$ cat config.mk
export PLATFORM = sky130hd
export DESIGN_NAME = frac_baud_gen
export DESIGN_NICKNAME = d
export VERILOG_FILES = /design/src/rtl/fbg_pkg.sv /design/src/rtl/fbg_div_reg.sv /design/src/rtl/fbg_period_cnt.sv /design/src/rtl/frac_baud_gen.sv
export SDC_FILE = /design/constraint.sdc
export NUM_CORES = 1
export LEC_CHECK = 0
export BUFFER_PORTS_ARGS = -buffer_cell sky130_fd_sc_hd__buf_2
export CAP_MARGIN = 25
export CORE_AREA = 2 2 84 86
export DETAILED_ROUTE_END_ITERATION = 6
export DIE_AREA = 0 0 86 88
export GPL_TIMING_DRIVEN = 0
export PLACE_DENSITY_LB_ADDON = 0.05
export SLEW_MARGIN = 30
export SYNTH_ARGS = -nofsm -noshare
export SYNTH_HDL_FRONTEND = slang
export SYNTH_SLANG_ARGS = --single-unit
$ cat constraint.sdc
create_clock -name clk -period 6.64 [get_ports clk]
set_input_delay 0.664 -clock clk [delete_from_list [all_inputs] [get_ports clk]]
set_output_delay 0.664 -clock clk [all_outputs]
set_load 0.02 [all_outputs]
$ cat src/rtl/fbg_pkg.sv
package fbg_pkg;
  localparam int FRAC_W  = 4;
  localparam int OS_RATE = 1 << FRAC_W;

  // One extra input clock for sub-tick k when the running sum k*F/16
  // crosses an integer boundary during that sub-tick.
  function automatic logic frac_extra(input logic [FRAC_W-1:0] f,
                                      input logic [FRAC_W-1:0] k);
    int unsigned hi;
    int unsigned lo;
    hi = ((int'(k) + 1) * int'(f)) >> FRAC_W;
    lo = (int'(k) * int'(f)) >> FRAC_W;
    return hi != lo;
  endfunction
endpackage

$ cat src/rtl/fbg_div_reg.sv
module fbg_div_reg
  import fbg_pkg::*;
#(
  parameter int MANT_W = 12,
  localparam int DIV_W = MANT_W + FRAC_W
) (
  input  logic              clk,
  input  logic              rst_n,
  input  logic              wr_en,
  input  logic [DIV_W-1:0]  wr_data,
  input  logic              load_now,
  output logic [MANT_W-1:0] act_mant,
  output logic [FRAC_W-1:0] act_frac
);
  logic [DIV_W-1:0] pend_q;
  logic [DIV_W-1:0] act_q;
  logic [DIV_W-1:0] pend_next;

  // Latest written word; a write in the load cycle is taken directly.
  assign pend_next = wr_en ? wr_data : pend_q;

  always_ff @(posedge clk or negedge rst_n) begin
    if (!rst_n) begin
      pend_q <= '0;
      act_q  <= '0;
    end else begin
      pend_q <= pend_next;
      if (load_now) act_q <= pend_next;
    end
  end

  assign act_mant = act_q[DIV_W-1:FRAC_W];
  assign act_frac = act_q[FRAC_W-1:0];
endmodule

$ cat src/rtl/fbg_period_cnt.sv
module fbg_period_cnt
  import fbg_pkg::*;
#(
  parameter int MANT_W = 12,
  localparam int CW = MANT_W + 1
) (
  input  logic              clk,
  input  logic              rst_n,
  input  logic              run,
  input  logic [MANT_W-1:0] mant,
  input  logic [FRAC_W-1:0] frac,
  output logic              sub_done,
  output logic              group_done,
  output logic              os_tick_q,
  output logic              bit_tick_q
);
  logic [CW-1:0]     cnt_q;
  logic [FRAC_W-1:0] sub_q;
  logic              extra;
  logic [CW-1:0]     period;

  assign extra      = frac_extra(frac, sub_q);
  assign period     = {1'b0, mant} + {{MANT_W{1'b0}}, extra};
  assign sub_done   = run && (cnt_q == period - CW'(1));
  assign group_done = sub_done && (sub_q == FRAC_W'(OS_RATE - 1));

  always_ff @(posedge clk or negedge rst_n) begin
    if (!rst_n) begin
      cnt_q      <= '0;
      sub_q      <= '0;
      os_tick_q  <= 1'b0;
      bit_tick_q <= 1'b0;
    end else begin
      os_tick_q  <= sub_done;
      bit_tick_q <= group_done;
      if (!run) begin
        cnt_q <= '0;
        sub_q <= '0;
      end else if (sub_done) begin
        cnt_q <= '0;
        sub_q <= sub_q + FRAC_W'(1);
      end else begin
        cnt_q <= cnt_q + CW'(1);
      end
    end
  end

  // the counter never runs past the current sub-tick length
  assert_cnt_bound_R3: assert property (@(posedge clk) disable iff (!rst_n)
    run |-> (cnt_q < period));
endmodule

$ cat src/rtl/frac_baud_gen.sv
module frac_baud_gen
  import fbg_pkg::*;
#(
  parameter int MANT_W = 12,
  localparam int DIV_W = MANT_W + FRAC_W
) (
  input  logic             clk,
  input  logic             rst_n,
  input  logic             div_wr,
  input  logic [DIV_W-1:0] div_wdata,
  input  logic             enable,
  output logic             os_tick,
  output logic             bit_tick
);
  logic [MANT_W-1:0] act_mant;
  logic [FRAC_W-1:0] act_frac;
  logic              running;
  logic              sub_done;
  logic              group_done;
  logic              load_now;

  assign running  = enable && (act_mant != '0);
  assign load_now = !running || group_done;

  fbg_div_reg #(.MANT_W(MANT_W)) u_div (
    .clk      (clk),
    .rst_n    (rst_n),
    .wr_en    (div_wr),
    .wr_data  (div_wdata),
    .load_now (load_now),
    .act_mant (act_mant),
    .act_frac (act_frac)
  );

  fbg_period_cnt #(.MANT_W(MANT_W)) u_cnt (
    .clk        (clk),
    .rst_n      (rst_n),
    .run        (running),
    .mant       (act_mant),
    .frac       (act_frac),
    .sub_done   (sub_done),
    .group_done (group_done),
    .os_tick_q  (os_tick),
    .bit_tick_q (bit_tick)
  );

  // Group-length monitor for the R4 check.
  localparam int GW = DIV_W + 1;
  logic [GW-1:0] grp_cyc_q;
  always_ff @(posedge clk or negedge rst_n) begin
    if (!rst_n)                       grp_cyc_q <= '0;
    else if (!running || group_done)  grp_cyc_q <= '0;
    else                              grp_cyc_q <= grp_cyc_q + GW'(1);
  end

  assert_group_len_R4: assert property (@(posedge clk) disable iff (!rst_n)
    group_done |-> (grp_cyc_q + GW'(1) == {1'b0, act_mant, act_frac}));

  assert_bit_with_os_R5: assert property (@(posedge clk) disable iff (!rst_n)
    bit_tick |-> os_tick);

  assert_disabled_quiet_R6: assert property (@(posedge clk) disable iff (!rst_n)
    !enable |=> (!os_tick && !bit_tick));

  assert_zero_mant_quiet_R7: assert property (@(posedge clk) disable iff (!rst_n)
    (act_mant == '0) |=> !os_tick);

  assert_div_hold_R8: assert property (@(posedge clk) disable iff (!rst_n)
    (running && !group_done) |=> $stable({act_mant, act_frac}));
endmodule

---- Word-level counts from Yosys, hierarchy flattened ----
Cells that the tools add are included.
operators by class
  add/subtract/negate cells ............... 5
  multiply operators ...................... 2
  equal/unequal tests ..................... 4
  muxes and demuxes ....................... 5
  reduce and logical (&&, ||, !) cells .... 6
operators by type and width
  cell                                                 number
  multiplier 32 x 5 -> 32 bit                          1
  inequality test 28 bit                               1
  2-to-1 mux 13 bit                                    2
  2-to-1 mux 16 bit                                    1
  adder 12 x 1 -> 13 bit                               1
  adder 13 x 1 -> 13 bit (second input constant)       1
  == test 13 bit                                       1
  subtractor 13 x 1 -> 13 bit (second input constant)  1
  nonzero test 12 bit                                  1
  multiplier 4 x 4 -> 8 bit                            1
  2-to-1 mux 4 bit                                     2
  adder 4 x 1 -> 5 bit (second input constant)         1
  adder 4 x 1 -> 4 bit (second input constant)         1
  == test 4 bit (second input constant)                1
  logical AND 1 bit                                    3
  inequality test 2 bit (second input constant)        1
  zero test 1 bit                                      1
  logical OR 1 bit                                     1
word-level totals
  register bits after elaboration ......... 51
  bits of input ports ..................... 20
  output and inout bits ................... 2

---- Longest topological paths before layout ----
Gate-level depths: netlist of the first run.
  word-level depth ........................ 9
  depth in mapped cells ................... 27
  mapped depth without buffers ............ 25

---- Modules after synthesis ----
From an unflattened synthesis of the first run, not the netlist that was laid out.
second synthesis, totals
  cells, all modules ...................... 339
  area total of the unflattened synthesis .. 3589.7 um^2
by module, submodules not included
  module          instances  cells an instance  area each (um^2)  seq. area each (um^2)
  fbg_period_cnt  1          265                2264.7            475.5
  fbg_div_reg     1          68                 1280.0            800.8
  frac_baud_gen   1          6                  45.0              0.0

---- Worst setup path after synthesis of the first run ----
OpenSTA, ideal clock, no wires.
  path kind ............................... register -> register
  from .................................... reg u_cnt.sub_q[1]
  to ...................................... reg u_div.act_q[10]
  arrival time ............................ 6.085 ns
  path slack .............................. 0.430 ns
  cell stages (with the launch flop) ...... 25
  path buffers ............................ 1
  period minus slack after synthesis ...... 6.210 ns
  path through ............................ dfrtp_1 > ha_1 > xor2_1 > and2_1 > ha_1 > inv_1 > fa_1 > fa_1 > inv_1 > ha_1 > a21oi_1 > o21ai_0 > a21o_1 > a21oi_1 > or3b_2 > a31oi_1 > ha_1 > or4b_4 > o21a_1 > or3_1 > nand2_1 > and3b_4 > a41oi_4 > buf_6 > mux2_4
on the way
  word-level cells in the longest chain between the ends .. 9
RTL lines
  item                         line                  RTL
  start: declaration           fbg_period_cnt.sv:18  logic [FRAC_W-1:0] sub_q;
  start signal: assignment     fbg_period_cnt.sv:41  sub_q <= sub_q + FRAC_W'(1);
  adder 4 x 1 -> 5 bit         fbg_pkg.sv:11         hi = ((int'(k) + 1) * int'(f)) >> FRAC_W;
  multiplier 32 x 5 -> 32 bit  fbg_pkg.sv:11
  inequality test 28 bit       fbg_pkg.sv:13         return hi != lo;
  adder 12 x 1 -> 13 bit       fbg_period_cnt.sv:23  assign period = {1'b0, mant} + {{MANT_W{1'b0}}, extra};
  subtractor 13 x 1 -> 13 bit  fbg_period_cnt.sv:24  assign sub_done = run && (cnt_q == period - CW'(1));
  == test 13 bit               fbg_period_cnt.sv:24
  logical AND 1 bit            fbg_period_cnt.sv:24
  logical AND 1 bit *          fbg_period_cnt.sv:25  assign group_done = sub_done && (sub_q == FRAC_W'(OS_RATE - 1));
  logical OR 1 bit *           -
  end signal: assignment       fbg_div_reg.sv:28     if (load_now) act_q <= pend_next;
  end: declaration             fbg_div_reg.sv:16     logic [DIV_W-1:0] act_q;
Mark *: on every way between the ends. The rest lies on a longest branch, timed or not.
A chain may end at the register's enable or synchronous reset.

---- Worst setup path in the final report of the first run ----
  from .................................... reg u_cnt.sub_q[1]
  to ...................................... reg u_div.act_q[14]
Same word-level chain as after synthesis.

==> results of run 1 <==
[critical path: stages, from the launching register on]
cell and delay (ps):
dfrtp_2 440, ha_2 220, xor2_2 210, and2_1 190
ha_1 260, inv_1 50, fa_1 490, fa_1 560
inv_1 70, ha_4 250, a21oi_1 140, o21ai_1 110
a21o_1 230, a21oi_2 150, or3b_2 450, a31oi_1 160
ha_2 210, or4b_4 520, o21a_1 210, or3_1 380
nand2_1 90, and3b_4 210, a41oi_4 170, clkbuf_16 220
mux2_4 290
[layer usage]
| metal | part of all wire (%) | GRT usage (%) | wire length [µm] | vias to the layer above |
|---|---|---|---|---|
| met3 | 3.0 | 3.11 | 204 | 8 |
| met5 | 0 | 0 | 0 | - |
| met2 | 44 | 30.1 | 3060 | 41 |
| met1 | 51 | 29.3 | 3550 | 1220 |
| li1 | - | - | - | 1261 |
| met4 | 1.3 | 4.91 | 92 | 0 |
[state kept, by name, indices dropped and copies added, names as in the netlist]
name,flops
u_div.act_q,16
u_cnt.cnt_q,13
u_cnt.sub_q,4
u_div.pend_q,16
u_cnt.os_tick_q,1
u_cnt.bit_tick_q,1
[kinds of logic (layout without fill, tap and decap cells)]
family          count (synthesis)  count (layout)  share of synthesized area, %
simple gates                  125             125                          18.8
fa+ha+maj                      40              40                          15.4
buf+inv                        40              73                          4.76
xor+xnor                       37              37                          8.93
mux                            34              34                          11.6
flops                          51              51                          35.2
compound gates                 24              24                          5.35
[metrics by stage]
stage / power [mW] / std cells / instance area, µm² / setup TNS (ps) / setup WS [ps]
2_1_floorplan: 0.459 / 351 / 3630 / 0 / 430
3_3_place_gp: 0.493 / 451 / 3830 / -2820 / -172
3_5_place_dp: 0.497 / 451 / 3830 / -5980 / -287
4_1_cts: 0.688 / 462 / 3980 / 0 / 46.2
5_1_grt: 0.724 / 464 / 4070 / -116 / -25.4
6_report: 0.689 / 464 / 4070 / 0 / 246
[path summary, 6_finish.rpt]
path | start | end | depth (start not counted)
hold / removal | rst_n | u_cnt.cnt_q[7]$_DFF_PN0_ | 1
setup / recovery | u_cnt.sub_q[1]$_DFFE_PN0P_ | u_div.act_q[14]$_DFFE_PN0P_ | 24
hold reg to reg | u_div.pend_q[1]$_DFF_PN0_ | u_div.pend_q[1]$_DFF_PN0_ | 1
min in group clk | u_div.pend_q[1]$_DFF_PN0_ | u_div.pend_q[1]$_DFF_PN0_ | 1
setup reg to reg | u_cnt.sub_q[1]$_DFFE_PN0P_ | u_div.act_q[14]$_DFFE_PN0P_ | 24
max in group asynchronous | rst_n | u_cnt.sub_q[1]$_DFFE_PN0P_ | 1
[what timing repair did]
| action | CTS | global route |
|---|---|---|
| pin swaps | 2 | 6 |
| setup endpoints to repair | 33 | 35 |
| resized for setup | 9 | 14 |
| setup buffers | 3 | 2 |
| cloned | 0 | 1 |
[final cells by class]
cell class	count	area, µm²	share of cell area (%)
flip-flops and latches	51	1280	31.4
clock buffers	5	68.8	1.69
plain buffers	12	78.8	1.94
clock inverters	3	18.8	0.461
well taps	80	100	2.46
repair buffers	26	169	4.15
multi-input cells	260	2250	55.4
inverters	27	101	2.49
[report_power, final]
group / switching (mW) / internal [mW] / total (mW) / leakage (nW)
Sequential: 0.0249 / 0.336 / 0.361 / 0.636
Combinational: 0.0701 / 0.0715 / 0.142 / 1.28
Clock: 0.112 / 0.0746 / 0.187 / 0.0483
Total: 0.207 / 0.482 / 0.689 / 1.97
[placed cells by master, fill, tap and decap left out, types with 2 or more instances in the layout]
master,synthesis,final
clkbuf_1,6,4
nand4_1,6,6
nor4_1,5,5
buf_4,1,5
a31oi_1,2,2
nor3b_1,2,2
dfrtp_1,51,50
a31o_2,2,2
nand2b_1,3,3
or2_2,2,2
a21oi_1,4,3
o21ai_0,4,2
and2_1,18,18
and3_1,6,6
clkbuf_8,0,5
or3_1,2,2
fa_1,8,8
ha_2,0,2
inv_1,27,27
buf_6,2,3
buf_2,3,21
mux2_2,22,22
clkinv_2,0,2
xor2_1,11,10
nor3_1,4,3
or4_1,2,2
nand3_1,13,13
mux2_4,10,10
o21ai_1,0,2
xnor2_1,26,25
nand2_1,22,22
ha_1,32,29
nor2b_1,3,3
nor2_1,27,27
==> impl_metrics.py, run 1 <==
metrics = {
    "status": {
        "status": "finished clean",
    },
    "die": {
        "ios": 22,
        "die_h_um": 88,
        "coreArea_um2": 6640,
        "rows": 30,
        "start_util_pct": 54.6,
        "dieArea_um2": 7570,
        "dieWidth_um": 86,
    },
    "logic_synthesis": {
        "yosys.area.top_type": "dfrtp_1",
        "ys_types": 55,
        "synth_nets": 411,
        "synth_top_area_share_pct": 35.2,
        "synthTopCellsByArea": "dfrtp_1 (35%), ha_1 (11%), mux2_2 (6.8%)",
        "syn_area_per_cell_um2": 10.3,
        "yosys_most_used_dff": "dfrtp_1",
        "synth.most_common_cell": "dfrtp_1",
        "ys_async_sr_fraction_pct": 100,
        "synth-seq-cells": 51,
        "yosys_warnings": 0,
        "synth_common_cells": "dfrtp_1 (51), ha_1 (32), inv_1 (27), nor2_1 (27), xnor2_1 (26)",
        "netlist_area_um2": 3630,
        "synth_edf_count": 0,
        "synth_cells": 351,
        "ys_seq_area_share_pct": 35.2,
    },
    "placement": {
        "dpl.hpwl_um": 5150,
        "gp_congestion": 0.805,
        "io_buffer_count": 20,
    },
    "power": {
        "peakVddDrop_v": 0.000144,
        "p_per_area_nw_per_um2": 169,
        "p_leak_nw": 1.97,
    },
    "sta": {
        "finalCritPeriodShare_pct": 96.3,
        "fmax_mhz": 156,
        "min_period_ps": 6390,
        "setup_viol": 0,
        "hold_viol_final": 0,
        "relSlewSlack_pct": 46.5,
        "tightest_slew_ps": 795,
        "report.final.slew_viol_count": 0,
        "skew_ps": 6.29,
        "whs_ps": 351,
    },
    "detailed_routing": {
        "drt_iter0_drc": 67,
        "routed_wl_um": 6910,
        "num_vias": 2530,
        "ant_nets": 0,
        "post_drt_via_cell_ratio": 5.45,
        "first_pass_iters": 4,
        "drc": 0,
        "wl_per_cell_um": 14.9,
    },
    "clock_network": {
        "clock_sinks": 51,
        "holdBufCountCts": 0,
        "numCtsBuffers": 5,
        "clockBufferDepth": 2,
        "root_buffer": "clkbuf_8",
        "insertion_delay_ps": 310,
        "cts_max_level": 2,
        "clk_pin_slew_ps": 100,
        "cts_tree": "yes",
    },
    "setup_path": {
        "crit_arrival_ps": 6600,
        "start_kind": "register",
        "rrSetupSlack_ps": 250,
        "endpoint_kind": "register",
        "crit_type": "reg2reg",
        "cp.required_ps": 6850,
        "worst-path-max-fanout": 5,
    },
    "run": {
        "maxCapViolCount": 0,
    },
    "grt": {
        "grt_max_degree": 52,
        "globalRouteTotalUtil_pct": 19.7,
        "grt_pass1_wl_um": 11800,
        "grt_pass1_vias": 2414,
        "grt_overflow": 0,
        "antenna_found_initial": 0,
    },
    "layout": {
        "diodes": 0,
        "fin_nets": 443,
        "drive_gt1_share_pct": 24.5,
        "fill_cells": 555,
        "syn2layout_area_growth_pct": 12.1,
        "final_util_pct": 61.2,
    },
    "hold_path": {
        "hold_path.class": "in2async",
    },
}
Note: power is estimated with default switching activity, not from simulation.
==> inputs of run 2 (changes only) <==
- CORE_AREA: 2 2 84 86 -> 2 2 88 82
- DIE_AREA: 0 0 86 88 -> 0 0 90 84
==> run 2 against run 1 <==
- clock skew grew 1.2 ps
- sequential share of layout area decreased by 0.29 points
- first-iteration DRC count grew 84%
- wire length decreased by 1.3%
- highest routed layer is now met3
- cell area increased by 0.92%
- worst setup slack better by 43 ps
- final cell count is 2.8% higher
==> impl_metrics.py, run 2 (synthesized netlist as in run 1, its figures left out) <==
metrics = {
    "sta": {
        "tightest_slew_ps": 968,
        "report.final.slew_viol_count": 0,
        "min_period_ps": 6350,
        "finalCritPeriodShare_pct": 95.6,
        "setup_viol": 0,
        "hold_viol_final": 0,
        "fmax_mhz": 157,
        "worst_slack_ps": 289,
        "skew_ps": 7.47,
        "relSlewSlack_pct": 34.9,
        "setup-tns-final_ps": 0,
    },
    "layout": {
        "layout_common_cells": "dfrtp_1 (50), ha_1 (28), nor2_1 (27), inv_1 (27), xnor2_1 (25)",
        "layout_commonest_cell": "dfrtp_1",
        "final_area_um2": 4110,
        "syn2layout_area_growth_pct": 13.1,
        "diodes": 0,
        "drive_gt1_share_pct": 25.3,
        "top_regs": "u_div.act_q: 16 flops, u_div.pend_q: 16 flops, u_cnt.cnt_q: 13 flops",
        "fin_nets": 443,
        "fill_cells": 594,
    },
    "detailed_routing": {
        "ant_nets": 0,
        "wl_per_cell_um": 14.3,
        "drt_iter0_drc": 123,
        "post_drt_via_cell_ratio": 5.27,
        "num_vias": 2515,
        "drc": 0,
        "first_pass_iters": 4,
        "routed_wl_um": 6810,
    },
    "setup_path": {
        "slowest_delay_ps": 560,
        "path_buf_inv": 3,
        "cp.required_ps": 6840,
        "start_kind": "register",
        "cp_top_family": "adder cells",
        "crit_type": "reg2reg",
        "crit_slowest_cell": "fa_1",
        "crit_arrival_ps": 6550,
        "worst-path-max-fanout": 6,
        "crit_path_cell_trace": "ha_2 > xor2_2 > and2_1 > ha_1 > inv_1 > fa_1 > fa_1 > inv_1 > ha_4 > a21oi_2 > o21ai_2 > a21o_1 > a21oi_2 > or3b_2 > a31oi_4 > ha_4 > or4b_4 > o21a_1 > or3_1 > a21boi_0 > and4b_1 > clkbuf_4 > nand2b_1 > mux2_1",
        "endpoint_kind": "register",
    },
    "die": {
        "dieArea_um2": 7560,
        "rows": 29,
        "ios": 22,
        "start_util_pct": 53.8,
        "die_h_um": 84,
        "dieWidth_um": 90,
        "coreArea_um2": 6750,
    },
    "clock_network": {
        "clock_sinks": 51,
        "root_buffer": "clkbuf_8",
        "holdBufCountCts": 0,
        "cts_tree": "yes",
        "clockBufferDepth": 2,
        "clk_pin_slew_ps": 100,
        "cts_max_level": 2,
        "insertion_delay_ps": 310,
        "numCtsBuffers": 5,
    },
    "grt": {
        "grtUsageMet3_pct": 2.89,
        "globalRouteTotalUtil_pct": 19.5,
        "grt_pass1_vias": 2498,
        "grt_pass1_wl_um": 12200,
        "top_usage_layer": "met1",
        "grt_max_degree": 52,
        "grt_overflow": 0,
        "antenna_found_initial": 0,
        "grt.met1_usage_pct": 30.7,
        "use_met2_pct": 28.8,
    },
    "power": {
        "p_leak_nw": 1.96,
        "p_per_area_nw_per_um2": 170,
        "finalPower_uw": 697,
        "peakVddDrop_v": 0.000116,
    },
    "run": {
        "maxCapViolCount": 0,
    },
    "hold_path": {
        "hold_path.class": "in2async",
    },
    "placement": {
        "gp_congestion": 0.839,
        "place_ws_ps": -430,
        "dpl-instance-area_um2": 3850,
        "io_buffer_count": 20,
        "dpl.hpwl_um": 4980,
    },
    "status": {
        "status": "finished clean",
    },
}
## run 2: worst register-to-register path: stages, from the launching register on
cell,delay (ps)
dfrtp_2,450
ha_2,220
xor2_2,210
and2_1,190
ha_1,260
inv_1,50
fa_1,510
fa_1,560
inv_1,70
ha_4,250
a21oi_2,140
o21ai_2,80
a21o_1,220
a21oi_2,160
or3b_2,490
a31oi_4,220
ha_4,170
or4b_4,510
o21a_1,200
or3_1,360
a21boi_0,160
and4b_1,210
clkbuf_4,170
nand2b_1,70
mux2_1,310
## run 2: through the flow
step,instances,hold slack [ps],utilization (%)
after detailed placement,464,489,57.0
after global routing,477,401,60.8
after global placement,464,480,57.0
after floorplan,351,368,-
final,477,346,60.8
after CTS,475,380,59.6
## run 2: layout make-up
class	count	area, µm²	share of cell area [%]
multi-input combinational	260	2290	55.7
tap	93	116	2.83
buffer	12	73.8	1.80
timing repair buffer	26	151	3.69
clock inverter	3	27.5	0.671
clock buffer	5	68.8	1.68
inverter	27	101	2.47
sequential	51	1280	31.1
## run 2: power by group
group	internal, mW	total, mW	leakage (nW)	switching (mW)
Clock	0.0783	0.195	0.0467	0.116
Combinational	0.0712	0.141	1.28	0.0695
Sequential	0.336	0.362	0.636	0.0263
Total	0.485	0.697	1.96	0.212
## run 2: what timing repair did
item                                    CTS  global route
cloned                                    0             0
endpoints found under the setup margin   33            33
resized for setup                        12            13
pin swaps                                 2             3
setup buffers                             3             3
## run 2: path summary, 6_finish.rpt
| kind | startpoint | endpoint | slack, ps | cells after the start |
|---|---|---|---|---|
| setup / recovery | u_cnt.sub_q[1]$_DFFE_PN0P_ | u_cnt.sub_q[3]$_DFFE_PN0P_ | 290 | 24 |
| hold / removal | rst_n | u_cnt.cnt_q[10]$_DFF_PN0_ | 350 | 1 |
| setup reg to reg | u_cnt.sub_q[1]$_DFFE_PN0P_ | u_cnt.sub_q[3]$_DFFE_PN0P_ | 290 | 24 |
| hold reg to reg | u_div.pend_q[11]$_DFF_PN0_ | u_div.pend_q[11]$_DFF_PN0_ | 510 | 1 |
| max in group asynchronous | rst_n | u_cnt.sub_q[1]$_DFFE_PN0P_ | 5820 | 1 |
| min in group clk | u_div.pend_q[11]$_DFF_PN0_ | u_div.pend_q[11]$_DFF_PN0_ | 510 | 1 |
## run 2: layer usage
metal  vias up  wire length [µm]
li1       1252                 -
met1      1218              3550
met2        45              3000
met3         0               267
met4         0                 0
met5         -                 0
==> inputs of run 3 (changes only) <==
- BUFFER_PORTS_ARGS: -buffer_cell sky130_fd_sc_hd__buf_2 -> default
- CORE_AREA: 2 2 88 82 -> 2 2 87 81
- DIE_AREA: 0 0 90 84 -> 0 0 89 83
- DONT_BUFFER_PORTS: default -> 1
==> run 3 against run 2 <==
- clock skew rose by 7.3 ps
- critical path depth is the same
- utilization grew 1.7 points
- die area shrank 2.3%
- first-iteration DRC count is 15% lower
- maximum frequency shrank 0.23%
- cell area is 1.9% lower
- worst hold slack lost 320 ps
- final cell count decreased by 4.4%
- largest cell class unchanged
==> impl_metrics.py, run 3 (synthesized netlist as in run 1, its figures left out) <==
metrics = {
    "power": {
        "p_leak_nw": 1.90,
        "peakVddDrop_v": 0.000148,
        "p_per_area_nw_per_um2": 178,
    },
    "sta": {
        "relSlewSlack_pct": 51.3,
        "hold_viol_final": 0,
        "setup-tns-final_ps": 0,
        "finalCritPeriodShare_pct": 95.9,
        "whs_ps": 25.0,
        "report.final.slew_viol_count": 0,
        "min_period_ps": 6370,
        "worst_slack_ps": 274,
        "tightest_slew_ps": 724,
        "skew_ps": 14.7,
        "setup_viol": 0,
        "fmax_mhz": 157,
    },
    "layout": {
        "regArea_um2": 1280,
        "final_cells": 456,
        "fin_nets": 425,
        "diodes": 0,
        "layout_common_cells": "dfrtp_1 (50), ha_1 (28), nor2_1 (27), inv_1 (27), xnor2_1 (25)",
        "top_regs": "u_div.act_q: 16 flops, u_div.pend_q: 16 flops, u_cnt.cnt_q: 13 flops",
        "layout_commonest_cell": "dfrtp_1",
        "final_area_um2": 4030,
        "multi_input_comb_area_um2": 2270,
        "drive_gt1_share_pct": 20.8,
        "syn2layout_area_growth_pct": 11.0,
        "fill_cells": 556,
    },
    "clock_network": {
        "cts_max_level": 2,
        "clk_pin_slew_ps": 100,
        "insertion_delay_ps": 320,
        "clock_sinks": 51,
        "clockBufferDepth": 2,
        "cts_tree": "yes",
        "root_buffer": "clkbuf_8",
        "numCtsBuffers": 5,
    },
    "detailed_routing": {
        "first_pass_iters": 4,
        "num_vias": 2474,
        "routed_wl_um": 7090,
        "wl_per_cell_um": 15.5,
        "ant_nets": 0,
        "drc": 0,
        "drt_iter0_drc": 104,
        "post_drt_via_cell_ratio": 5.43,
    },
    "hold_path": {
        "hold_path.class": "in2async",
    },
    "placement": {
        "dpl-instance-area_um2": 3740,
        "gp_congestion": 0.803,
        "place_ws_ps": -464,
        "placedCellCount": 441,
        "io_buffer_count": 0,
        "dpl.hpwl_um": 5140,
    },
    "die": {
        "coreArea_um2": 6450,
        "die_h_um": 83,
        "start_util_pct": 56.3,
        "dieWidth_um": 89,
        "dieArea_um2": 7390,
        "ios": 22,
        "rows": 28,
    },
    "grt": {
        "grt_pass1_vias": 2440,
        "globalRouteTotalUtil_pct": 20.4,
        "grt_pass1_wl_um": 11900,
        "grt_max_degree": 52,
        "grt_overflow": 0,
        "antenna_found_initial": 0,
    },
    "setup_path": {
        "crit_arrival_ps": 6570,
        "endpoint_kind": "register",
        "cp.required_ps": 6850,
        "start_kind": "register",
        "worst-path-max-fanout": 5,
        "crit_type": "reg2reg",
    },
    "status": {
        "status": "finished clean",
    },
    "run": {
        "maxCapViolCount": 0,
    },
}
## run 3: where the power goes
part           switching (mW)  internal, mW  total (mW)
sequential             0.0262         0.336       0.362
combinational          0.0631        0.0685       0.132
clock                   0.109         0.114       0.223
## run 3: layer usage
metal	global-route usage [%]	wire (µm)
met4	3.26	40
met3	5.57	228
met5	0	0
met1	32.5	3720
met2	28.0	3100
## run 3: worst max-delay path, stage by stage (launching register included)
cell,delay (ps)
dfrtp_2,430
ha_2,210
xor2_1,210
and2_1,200
ha_1,260
inv_1,50
fa_1,510
fa_1,550
inv_1,70
ha_4,250
a21oi_2,140
o21ai_2,90
a21o_1,200
a21oi_2,180
or3b_4,410
a31oi_4,200
ha_2,220
or4b_4,510
o21a_1,200
or3_1,370
nand2_1,90
and3b_4,230
a41oi_4,170
clkbuf_16,220
mux2_4,290
## run 3: stage by stage
step	power [mW]	utilization [%]
floorplan	0.459	-
finish	0.717	62.5
global route	0.755	62.5
detailed placement	0.486	58.0
CTS	0.719	60.9
global placement	0.482	58.0
## run 3: layout make-up
type                    instances  area share (%)
plain buffers                  12            1.83
clock buffers                   6            1.80
clock inverters                 2           0.963
inverters                      27            2.52
multi-input cells             260            56.3
flip-flops and latches         51            31.7
well taps                      90            2.80
repair buffers                  8            2.08
## run 3: final timing paths
path                                       startpoint                           to  slack [ps]  depth (start not counted)
min in group clk           u_div.pend_q[10]$_DFF_PN0_   u_div.pend_q[10]$_DFF_PN0_         500                          1
min reg2reg                u_div.pend_q[10]$_DFF_PN0_   u_div.pend_q[10]$_DFF_PN0_         500                          1
min                                             rst_n     u_cnt.cnt_q[4]$_DFF_PN0_          20                          0
max in group asynchronous                       rst_n     u_cnt.cnt_q[5]$_DFF_PN0_        5870                          1
max reg2reg                u_cnt.sub_q[1]$_DFFE_PN0P_  u_div.act_q[14]$_DFFE_PN0P_         270                         24
max                        u_cnt.sub_q[1]$_DFFE_PN0P_  u_div.act_q[14]$_DFFE_PN0P_         270                         24
## run 3: what timing repair did
item / in CTS / in global routing
buffers inserted: 3 / 3
endpoints found under the setup margin: 33 / 35
hold endpoints to repair: 0 / 4
hold buffers: 0 / 1
gates cloned: 0 / 1
gates resized for setup: 13 / 11
pin swaps: 1 / 5
